`src/rtl/pwrseq_pkg.sv`:
```
package pwrseq_pkg;

  localparam int unsigned NRAIL = 4;

  localparam logic [15:0] ADDR_ID    = 16'h2000;
  localparam logic [15:0] ADDR_CTRL  = 16'h2006;
  localparam logic [15:0] ADDR_STAT  = 16'h200A;
  localparam logic [15:0] ADDR_FAULT = 16'h200B;
  localparam logic [7:0]  ID_VALUE   = 8'h03;

  localparam int unsigned FB_ALARM = 4;
  localparam int unsigned FB_STUCK = 5;

  typedef enum logic [2:0] {
    PS_OFF,
    PS_RAMP,
    PS_RUN,
    PS_DROP,
    PS_BLEED
  } pseq_state_e;

  // enables for a given number of active rails (thermometer code)
  function automatic logic [NRAIL-1:0] rails_for_level(input logic [2:0] lvl);
    logic [NRAIL-1:0] m;
    for (int i = 0; i < NRAIL; i++) m[i] = (3'(i) < lvl);
    return m;
  endfunction

  // one-hot select of the rail most recently switched on
  function automatic logic [NRAIL-1:0] top_rail(input logic [2:0] lvl);
    logic [NRAIL-1:0] m;
    for (int i = 0; i < NRAIL; i++) m[i] = (3'(i + 1) == lvl);
    return m;
  endfunction

  // one-hot of the lowest rail whose power-good is low
  function automatic logic [NRAIL-1:0] lowest_low(input logic [NRAIL-1:0] pg);
    logic [NRAIL-1:0] m;
    m = '0;
    for (int i = NRAIL - 1; i >= 0; i--) begin
      if (!pg[i]) m = NRAIL'(1) << i;
    end
    return m;
  endfunction

endpackage

```
`src/rtl/pwrseq_regs.sv`:
```
module pwrseq_regs
  import pwrseq_pkg::*;
(
  input  logic             clk,
  input  logic             rst_n,
  input  logic [15:0]      bus_addr,
  input  logic             bus_wr,
  input  logic [7:0]       bus_wdata,
  input  logic [NRAIL-1:0] pgood,
  input  logic             alarm,
  input  logic [7:0]       fail_q,
  input  logic             fault_stop,
  output logic             req_q,
  output logic             new_req,
  output logic [7:0]       bus_rdata
);

  logic ctrl_wr;

  assign ctrl_wr = bus_wr && (bus_addr == ADDR_CTRL);
  assign new_req = ctrl_wr && bus_wdata[0] && !req_q;

  always_ff @(posedge clk) begin
    if (!rst_n)          req_q <= 1'b0;
    else if (fault_stop) req_q <= 1'b0;
    else if (ctrl_wr)    req_q <= bus_wdata[0];
  end

  always_comb begin
    case (bus_addr)
      ADDR_ID:    bus_rdata = ID_VALUE;
      ADDR_CTRL:  bus_rdata = {7'b0, req_q};
      ADDR_STAT:  bus_rdata = {3'b0, alarm, pgood};
      ADDR_FAULT: bus_rdata = fail_q;
      default:    bus_rdata = 8'h00;
    endcase
  end

endmodule

```
`src/rtl/pwrseq_fsm.sv`:
```
module pwrseq_fsm
  import pwrseq_pkg::*;
#(
  parameter int unsigned TMO_CYC   = 100_000_000,
  parameter int unsigned BLEED_CYC = 50_000_000
) (
  input  logic             clk,
  input  logic             rst_n,
  input  logic             req_q,
  input  logic             new_req,
  input  logic [NRAIL-1:0] pgood,
  input  logic             alarm,
  output logic [NRAIL-1:0] rail_en,
  output logic             fault_stop,
  output logic [7:0]       fail_q
);

  localparam int unsigned CMAX = (TMO_CYC > BLEED_CYC) ? TMO_CYC : BLEED_CYC;
  localparam int unsigned CW   = $clog2(CMAX + 1);
  localparam logic [CW-1:0] TMO_LAST   = CW'(TMO_CYC - 1);
  localparam logic [CW-1:0] BLEED_LAST = CW'(BLEED_CYC - 1);

  pseq_state_e      st_q, st_d;
  logic [2:0]       lvl_q, lvl_d;
  logic [CW-1:0]    cnt_q, cnt_d;
  logic [7:0]       code;
  logic [NRAIL-1:0] cur_rail;
  logic             cur_good;
  logic             all_good;

  assign cur_rail = top_rail(lvl_q);
  assign cur_good = |(pgood & cur_rail);
  assign all_good = &pgood;
  assign rail_en  = rails_for_level(lvl_q);

  always_comb begin
    st_d       = st_q;
    lvl_d      = lvl_q;
    cnt_d      = cnt_q;
    code       = '0;
    fault_stop = 1'b0;
    case (st_q)
      PS_OFF: begin
        if (req_q) begin
          st_d  = PS_RAMP;
          lvl_d = 3'd1;
          cnt_d = '0;
        end
      end
      PS_RAMP: begin
        if (alarm) begin
          code[FB_ALARM] = 1'b1;
          fault_stop     = 1'b1;
          st_d           = PS_DROP;
          lvl_d          = lvl_q - 3'd1;
        end else if (!req_q) begin
          st_d  = PS_DROP;
          lvl_d = lvl_q - 3'd1;
        end else if (cur_good) begin
          cnt_d = '0;
          if (lvl_q == 3'(NRAIL)) st_d = PS_RUN;
          else                    lvl_d = lvl_q + 3'd1;
        end else if (cnt_q == TMO_LAST) begin
          code[NRAIL-1:0] = cur_rail;
          fault_stop      = 1'b1;
          st_d            = PS_DROP;
          lvl_d           = lvl_q - 3'd1;
        end else begin
          cnt_d = cnt_q + 1'b1;
        end
      end
      PS_RUN: begin
        if (alarm || !all_good) begin
          code[FB_ALARM]  = alarm;
          code[NRAIL-1:0] = lowest_low(pgood);
          fault_stop      = 1'b1;
          st_d            = PS_DROP;
          lvl_d           = lvl_q - 3'd1;
        end else if (!req_q) begin
          st_d  = PS_DROP;
          lvl_d = lvl_q - 3'd1;
        end
      end
      PS_DROP: begin
        if (lvl_q == 3'd0) begin
          st_d  = PS_BLEED;
          cnt_d = '0;
        end else begin
          lvl_d = lvl_q - 3'd1;
        end
      end
      PS_BLEED: begin
        if (cnt_q == BLEED_LAST) begin
          code[FB_STUCK] = |pgood;
          code[FB_ALARM] = alarm;
          st_d           = PS_OFF;
        end else begin
          cnt_d = cnt_q + 1'b1;
        end
      end
      default: st_d = PS_OFF;
    endcase
  end

  always_ff @(posedge clk) begin
    if (!rst_n) begin
      st_q   <= PS_OFF;
      lvl_q  <= '0;
      cnt_q  <= '0;
      fail_q <= '0;
    end else begin
      st_q   <= st_d;
      lvl_q  <= lvl_d;
      cnt_q  <= cnt_d;
      fail_q <= (new_req ? 8'h00 : fail_q) | code;
    end
  end

endmodule

```
`src/rtl/pwrseq_mon.sv`:
```
module pwrseq_mon
  import pwrseq_pkg::*;
#(
  parameter int unsigned TMO_CYC   = 100_000_000,
  parameter int unsigned BLEED_CYC = 50_000_000
) (
  input  logic        clk,
  input  logic        rst_n,
  input  logic [15:0] bus_addr,
  input  logic        bus_wr,
  input  logic [7:0]  bus_wdata,
  output logic [7:0]  bus_rdata,
  input  logic [3:0]  pgood,
  input  logic        alarm,
  output logic [3:0]  rail_en
);

  logic       req_q;
  logic       new_req;
  logic       fault_stop;
  logic [7:0] fail_q;

  pwrseq_regs u_regs (
    .clk        (clk),
    .rst_n      (rst_n),
    .bus_addr   (bus_addr),
    .bus_wr     (bus_wr),
    .bus_wdata  (bus_wdata),
    .pgood      (pgood),
    .alarm      (alarm),
    .fail_q     (fail_q),
    .fault_stop (fault_stop),
    .req_q      (req_q),
    .new_req    (new_req),
    .bus_rdata  (bus_rdata)
  );

  pwrseq_fsm #(
    .TMO_CYC   (TMO_CYC),
    .BLEED_CYC (BLEED_CYC)
  ) u_fsm (
    .clk        (clk),
    .rst_n      (rst_n),
    .req_q      (req_q),
    .new_req    (new_req),
    .pgood      (pgood),
    .alarm      (alarm),
    .rail_en    (rail_en),
    .fault_stop (fault_stop),
    .fail_q     (fail_q)
  );

endmodule

```
`config.mk`:
```
export PLATFORM = sky130hd
export DESIGN_NAME = pwrseq_mon
export DESIGN_NICKNAME = d
export VERILOG_FILES = /design/src/rtl/pwrseq_pkg.sv /design/src/rtl/pwrseq_regs.sv /design/src/rtl/pwrseq_fsm.sv /design/src/rtl/pwrseq_mon.sv
export SDC_FILE = /design/constraint.sdc
export NUM_CORES = 1
export LEC_CHECK = 0
export ABC_AREA = 1
export BUFFER_PORTS_ARGS = -buffer_cell sky130_fd_sc_hd__buf_2
export CORE_MARGIN = 4
export CORE_UTILIZATION = 53
export DETAILED_ROUTE_END_ITERATION = 16
export PLACE_DENSITY = 0.75
export SYNTH_ARGS = -nofsm -noshare
export SYNTH_HDL_FRONTEND = slang
export SYNTH_SLANG_ARGS = --single-unit
```
`constraint.sdc`:
```
create_clock -name clk -period 1.8 [get_ports clk]
set_input_delay 0.09 -clock clk [delete_from_list [all_inputs] [get_ports clk]]
set_output_delay 0.09 -clock clk [all_outputs]
set_load 0.01 [all_outputs]
```
==> results of run 1 <==
cells in the mapped netlist:
cell	number	area, um^2
nand2_1	158	593
nor2_1	112	420
inv_1	58	218
nand3_1	48	240
dfxtp_1	40	801
a21oi_1	18	90.1
nor3_1	16	80.1
o21ai_0	13	65.1
nand4_1	12	75.1
nand2_2	11	68.8
o21ai_1	9	45.0
buf_4	6	45.0
ha_1	6	75.1
inv_2	6	22.5
nor2_2	6	37.5
nand3_2	5	50.1
o21bai_1	4	30.0
a31oi_1	3	18.8
buf_6	3	33.8
clkbuf_1	3	11.3
nor3b_1	3	22.5
xor2_1	3	26.3
a211oi_1	2	15.0
inv_4	2	12.5
nor2_4	2	22.5
nor2_8	2	40.0
xnor2_1	2	17.5
and3_1	1	6.26
clkinv_1	1	3.75
clkinv_2	1	5.00
conb_1	1	3.75
nand2_4	1	11.3
nand4_2	1	12.5
nor4_1	1	6.26
o211ai_1	1	7.51
metrics by stage:
| step | area (um^2) | hold slack, ns | utilization |
|---|---|---|---|
| 5_1_grt | 4190 | 0.0915 | 0.708 |
| 2_1_floorplan | 3270 | 0.237 | - |
| 3_3_place_gp | 3760 | 0.394 | 0.635 |
| 6_report | 4190 | 0.0823 | 0.708 |
| 3_5_place_dp | 3760 | 0.396 | 0.635 |
| 4_1_cts | 3880 | 0.0735 | 0.656 |
how the worst max path moves through the flow:
stage	slack (ns)	from	endpoint
after CTS	-0.0007	u_fsm.lvl_q[0]	u_fsm.cnt_q[17]
after global placement	-0.02	u_fsm.lvl_q[0]	u_fsm.cnt_q[0]
after global routing	-0.12	u_fsm.cnt_q[20]	u_fsm.cnt_q[16]
final	-0.008	u_fsm.lvl_q[0]	u_fsm.cnt_q[5]
after floorplan	0.01	u_fsm.lvl_q[1]	u_fsm.cnt_q[26]
after detailed placement	-0.06	u_fsm.lvl_q[0]	u_fsm.cnt_q[1]
worst reg2reg max path, cell delays in order, from the launching register on:
cell,delay [ns]
dfxtp_4,0.39
inv_6,0.08
ha_2,0.19
nand3_2,0.10
nand2_4,0.12
nor2_8,0.06
nand2_4,0.08
nor2_8,0.05
nor2_4,0.15
buf_6,0.15
clkbuf_16,0.14
nand2_1,0.06
a21oi_1,0.18
state kept, by name, indices dropped and copies added, names as in the netlist:
register      count
u_fsm.lvl_q       3
u_fsm.cnt_q      27
u_fsm.fail_q      6
u_fsm.st_q        3
u_regs.req_q      1
metal layers:
| layer | GRT usage | up-vias |
|---|---|---|
| li1 | - | 1932 |
| met1 | 0.290 | 1754 |
| met2 | 0.440 | 101 |
| met3 | 0.0413 | 20 |
| met4 | 0.0935 | 0 |
| met5 | 0 | - |
kinds of logic (layout without fill, tap and decap cells):
kind of cell | count (synthesis) | count (layout) | share of synthesized area
XOR/XNOR | 5 | 5 | 0.0135
other | 1 | 2 | 0.00116
AND/OR/NAND/NOR | 379 | 379 | 0.522
flip-flops | 40 | 40 | 0.248
buffers and inverters | 80 | 158 | 0.109
adder cells (fa/ha/maj) | 6 | 6 | 0.0232
AO/OA/AOI/OAI | 50 | 50 | 0.0840
repair_timing:
| item | CTS | global route |
|---|---|---|
| gates cloned | 0 | 2 |
| resized for setup | 3 | 59 |
| setup endpoints to repair | 16 | 33 |
| buffers inserted | 0 | 9 |
| pin swaps | 1 | 15 |
layout make-up:
cell class	count	share of cell area
clock buffer	6	0.0173
clock inverter	2	0.00836
inverter	68	0.0651
multi-input combinational	442	0.549
sequential	40	0.194
tap	75	0.0224
timing repair buffer	82	0.144
power breakdown:
group	total (W)	switching (W)	internal (W)
clock network	0.000732	0.000320	0.000412
logic	0.00201	0.00117	0.000840
registers	0.00110	0.000114	0.000983
total	0.00384	0.00161	0.00223
==> results.yml, run 1 <==
clocking:
  clock-sinks: 40
  h-tree-depth: 2
  numCtsBuffers: 5
  root_buffer: "clkbuf_8"
  cts_tree: "done"
  cts_hold_buf: 0
  clkTransAtPathRegs_ns: 0.08
  cts_buffer_depth: 2
  clkLatencyLatePin_ns: 0.30
status:
  violations: "negative setup slack"
  outcome: "finished with violations"
setup_path:
  endpoint_kind: "flop"
  arrival_ns: 2.02
  cp_num_buf_inv: 3
  start_kind: "flop"
  crit_cells: 12
  cp_top_family: "simple AND/OR/NAND/NOR gates"
  path_cells: "inv_6 -> ha_2 -> nand3_2 -> nand2_4 -> nor2_8 -> nand2_4 -> nor2_8 -> nor2_4 -> buf_6 -> clkbuf_16 -> nand2_1 -> a21oi_1"
  path_max_fanout: 6
  worst-setup-path-type: "flop to flop"
  reg2reg_depth: 12
  crit_slowest_cell: "dfxtp_4"
  r2r_end: "u_fsm.cnt_q[5]"
  max_stage_delay_ns: 0.39
  r2r_setup_slack_ns: -0.008
  critPathRequiredTime_ns: 2.01
  r2r_start: "u_fsm.lvl_q[0]"
final_layout:
  area_delta_synth_final_pct: 29.6
  final_layout_size_suffix_gt1_frac: 0.269
  fillerInstances: 524
  finalNetCount: 677
  n_antenna_cell: 0
  regArea_um2: 813
  final_common_cell: "nand2_1"
  layout_common_cells: "nand2_1 (140), nor2_1 (104), inv_1 (56)"
  layout.cells.non_filler: 715
  multiInputGateArea_mm2: 0.00230
route:
  antenna_left: 0
  wl_per_cell_um: 13.2
  wirelength_mm: 9.42
  highest_layer: "met4"
  wl_met2_mm: 4.84
  route.met3.wl_um: 409
  drt_pass1_iterations: 5
  drt-met1-wl_mm: 3.99
  drt-initial-drc-count: 288
  drc: 0
  viasPerCell: 5.32
  vias: 3807
synthesis:
  syn_inst: 561
  synth.avg_cell_area_um2: 5.76
  ys_ff_latch: 40
  synth_area_mm2: 0.00323
  yosysUniqueCellTypes: 35
  ys_warn_count: 0
  ys_seq_area_frac: 0.248
timing:
  rsz0062_at_grt: "true"
  final.setup_skew_ns: 0.0138
  fin_crit_ns: 1.81
  drv_slew: 0
  finalCritPeriodShare: 1.00
  finalHoldViolations: 0
  setup_slack_ns: -0.00763
  setup_violations: 3
  fmax_mhz: 553
  setup_tns_ns: -0.0101
flow_run:
  cap_viol_max_count: 0
hold_path:
  hold_end: "u_fsm.fail_q[4]"
  hold_start: "alarm"
  hold_depth: 3
  hold_path.class: "input port to flop"
floorplanning:
  dieWidth_um: 86.1
  rows: 28
  die_height_um: 86.1
  io-pin-count: 44
  start_util: 0.546
  core_area_mm2: 0.00592
  fp.dieArea_mm2: 0.00741
placement:
  gp_congestion: 0.914
  io_buffers: 34
  preCtsSetupSlack_ns: -0.0598
  dp.cells: 698
  dp_hpwl_mm: 6.93
global_route:
  grt_max_degree: 18
  gr-usage-all-layers: 0.246
  globalRouteOverflowTotal: 0
  first_global_vias: 3421
  antenna_found_initial: 0
  grt_pass1_wl_mm: 14.9
power:
  p_leak_nw: 1.95
  ir_drop_v: 0.000908
  total_power_w: 0.00384
  p_per_area_mw_per_mm2: 917
No activity file was read; power rests on OpenSTA's default activity.
==> inputs of run 2 (changes only) <==
==> constraint.sdc (replaced) <==
create_clock -name clk -period 1.6 [get_ports clk]
set_input_delay 0.08 -clock clk [delete_from_list [all_inputs] [get_ports clk]]
set_output_delay 0.08 -clock clk [all_outputs]
set_load 0.01 [all_outputs]
==> run 2 against run 1 <==
  * The run still ends with negative setup slack left
  * Routed wire length up 20%
  * Hold slack better by 0.0023 ns
  * Sequential power up 12%
  * Flip-flop and latch count unchanged
  * Count of clock-buffer cells in the layout unchanged
  * Register-to-register slack worse by 0.19 ns
  * Final cell count up 8.5%
  * Critical path depth up 4
  * Core utilization up 11 points
  * Via count up 10%
  * Clock power down 6.3%
  * Die area unchanged
  * Critical path type unchanged
  * Largest cell class unchanged
==> results.yml, run 2 (synthesis gave the netlist of run 1 again) <==
floorplanning:
  start_util: 0.546
  die_height_um: 86.1
  fp.dieArea_mm2: 0.00741
  core_area_mm2: 0.00592
  rows: 28
  dieWidth_um: 86.1
  io-pin-count: 44
timing:
  rsz0062_at_grt: "true"
  fmax_mhz: 555
  setup_slack_ns: -0.202
  finalHoldViolations: 0
  fin_crit_ns: 1.80
  setup_violations: 35
  drv_slew: 0
  setup_tns_ns: -5.03
  finalCritPeriodShare: 1.13
  final.setup_skew_ns: 0.00831
setup_path:
  arrival_ns: 2.01
  critPathRequiredTime_ns: 1.81
  crit_slowest_cell: "dfxtp_4"
  path_cells: "inv_6 -> ha_4 -> nand2_2 -> inv_2 -> nand2_4 -> nand2_4 -> nor2_8 -> nand2_4 -> nor2_8 -> nor2_4 -> buf_6 -> buf_12 -> nand2_4 -> nand2_2 -> nand2_1 -> nor2_1"
  reg2reg_depth: 16
  r2r_setup_slack_ns: -0.20
  start_kind: "flop"
  cp_num_buf_inv: 4
  worst-setup-path-type: "flop to flop"
  r2r_start: "u_fsm.lvl_q[0]"
  crit_top_cell: "nand2_4"
  path_max_fanout: 7
  r2r_end: "u_fsm.cnt_q[20]"
  max_stage_delay_ns: 0.40
  cp_top_family: "simple AND/OR/NAND/NOR gates"
  endpoint_kind: "flop"
global_route:
  antenna_found_initial: 0
  grt_max_degree: 17
  globalRouteOverflowTotal: 0
  grt_pass1_wl_mm: 17.5
  gr-usage-all-layers: 0.292
  first_global_vias: 4083
final_layout:
  final_layout_size_suffix_gt1_frac: 0.395
  layout_common_cells: "nand2_1 (137), buf_4 (100), nor2_1 (89)"
  largest_reg_flops: 27
  finalNetCount: 739
  regMostFlops: "u_fsm.cnt_q"
  design_area_mm2: 0.00484
  fin_util: 0.817
  final_common_cell: "nand2_1"
  fillerInstances: 410
  n_antenna_cell: 0
  largest_registers: "u_fsm.cnt_q x27, u_fsm.fail_q x6"
  area_delta_synth_final_pct: 49.7
  layout.cells.non_filler: 776
hold_path:
  hold_path.class: "input port to flop"
  hold_start: "alarm"
  hold_depth: 3
  hold_end: "u_fsm.fail_q[4]"
clocking:
  cts_buffer_depth: 2
  cts_hold_buf: 0
  h-tree-depth: 2
  clkTransAtPathRegs_ns: 0.08
  clock-sinks: 40
  numCtsBuffers: 5
  root_buffer: "clkbuf_8"
  cts_tree: "done"
  clkLatencyLatePin_ns: 0.31
route:
  wirelength_mm: 11.3
  antenna_left: 0
  drt-initial-drc-count: 275
  drc: 0
  vias: 4195
  drt_pass1_iterations: 6
  wl_per_cell_um: 14.5
  viasPerCell: 5.41
placement:
  dp.cells: 750
  dp_hpwl_mm: 7.60
  io_buffers: 34
  place_area_mm2: 0.00420
  gp_congestion: 0.933
flow_run:
  cap_viol_max_count: 0
status:
  violations: "negative setup slack"
  outcome: "finished with violations"
power:
  p_per_area_mw_per_mm2: 987
  ir_drop_v: 0.000931
  total_power_w: 0.00478
  p_leak_nw: 2.27
==> run 2: cell types whose count changed in the layout (fill, tap and decap cells not counted), sizes merged <==
cell / delta
buf: +64
bufinv: -1
clkbuf: -2
==> run 2: worst max path at each step <==
stage / slack, ns / cells after the start / end / start
after floorplan: -0.15 / 16 / u_fsm.cnt_q[26] / u_fsm.lvl_q[0]
after global placement: -0.17 / 13 / u_fsm.cnt_q[0] / u_fsm.lvl_q[1]
after detailed placement: -0.26 / 11 / u_fsm.cnt_q[2] / u_fsm.lvl_q[1]
after CTS: -0.14 / 16 / u_fsm.cnt_q[25] / u_fsm.lvl_q[1]
after global routing: -0.31 / 13 / u_fsm.cnt_q[20] / u_fsm.cnt_q[6]
final: -0.20 / 16 / u_fsm.cnt_q[20] / u_fsm.lvl_q[0]
==> run 2: stage by stage <==
stage | worst slack [ns] | hold slack, ns
2_1_floorplan | -0.154 | 0.227
3_3_place_gp | -0.171 | 0.381
3_5_place_dp | -0.264 | 0.382
4_1_cts | -0.144 | 0.0552
5_1_grt | -0.307 | 0.110
6_report | -0.202 | 0.0845
==> run 2: area by class of cell <==
| cell class | instances | area, um^2 | area share |
|---|---|---|---|
| clock inverter | 1 | 5.00 | 0.00103 |
| multi-input combinational | 442 | 2510 | 0.519 |
| timing repair buffer | 144 | 1070 | 0.222 |
| inverter | 68 | 273 | 0.0564 |
| tap | 75 | 93.8 | 0.0194 |
| clock buffer | 6 | 72.6 | 0.0150 |
| sequential | 40 | 812 | 0.168 |
==> run 2: report_power, final <==
group / internal, W / switching [W] / leakage, nW
Combinational: 0.00124 / 0.00163 / 1.90
Sequential: 0.00111 / 0.000119 / 0.326
Clock: 0.000298 / 0.000388 / 0.0410
Total: 0.00264 / 0.00214 / 2.27
==> run 2: worst register-to-register path: stages, from the launching register on <==
cell	delay [ns]
dfxtp_4	0.40
inv_6	0.05
ha_4	0.16
nand2_2	0.06
inv_2	0.05
nand2_4	0.07
nand2_4	0.07
nor2_8	0.14
nand2_4	0.09
nor2_8	0.10
nor2_4	0.04
buf_6	0.12
buf_12	0.14
nand2_4	0.06
nand2_2	0.05
nand2_1	0.07
nor2_1	0.04
==> run 2: per-layer routing <==
metal | up-vias | routed length, um | track usage
li1 | 2059 | - | -
met2 | 154 | 5830 | 0.540
met4 | 0 | 538 | 0.145
met1 | 1921 | 4320 | 0.320
met3 | 61 | 585 | 0.0451
met5 | - | 0 | 0
==> run 2: what timing repair did <==
action                     CTS  global route
setup endpoints to repair   36            42
setup buffers               15             7
gates resized for setup     55            61
pin swaps                   21            25
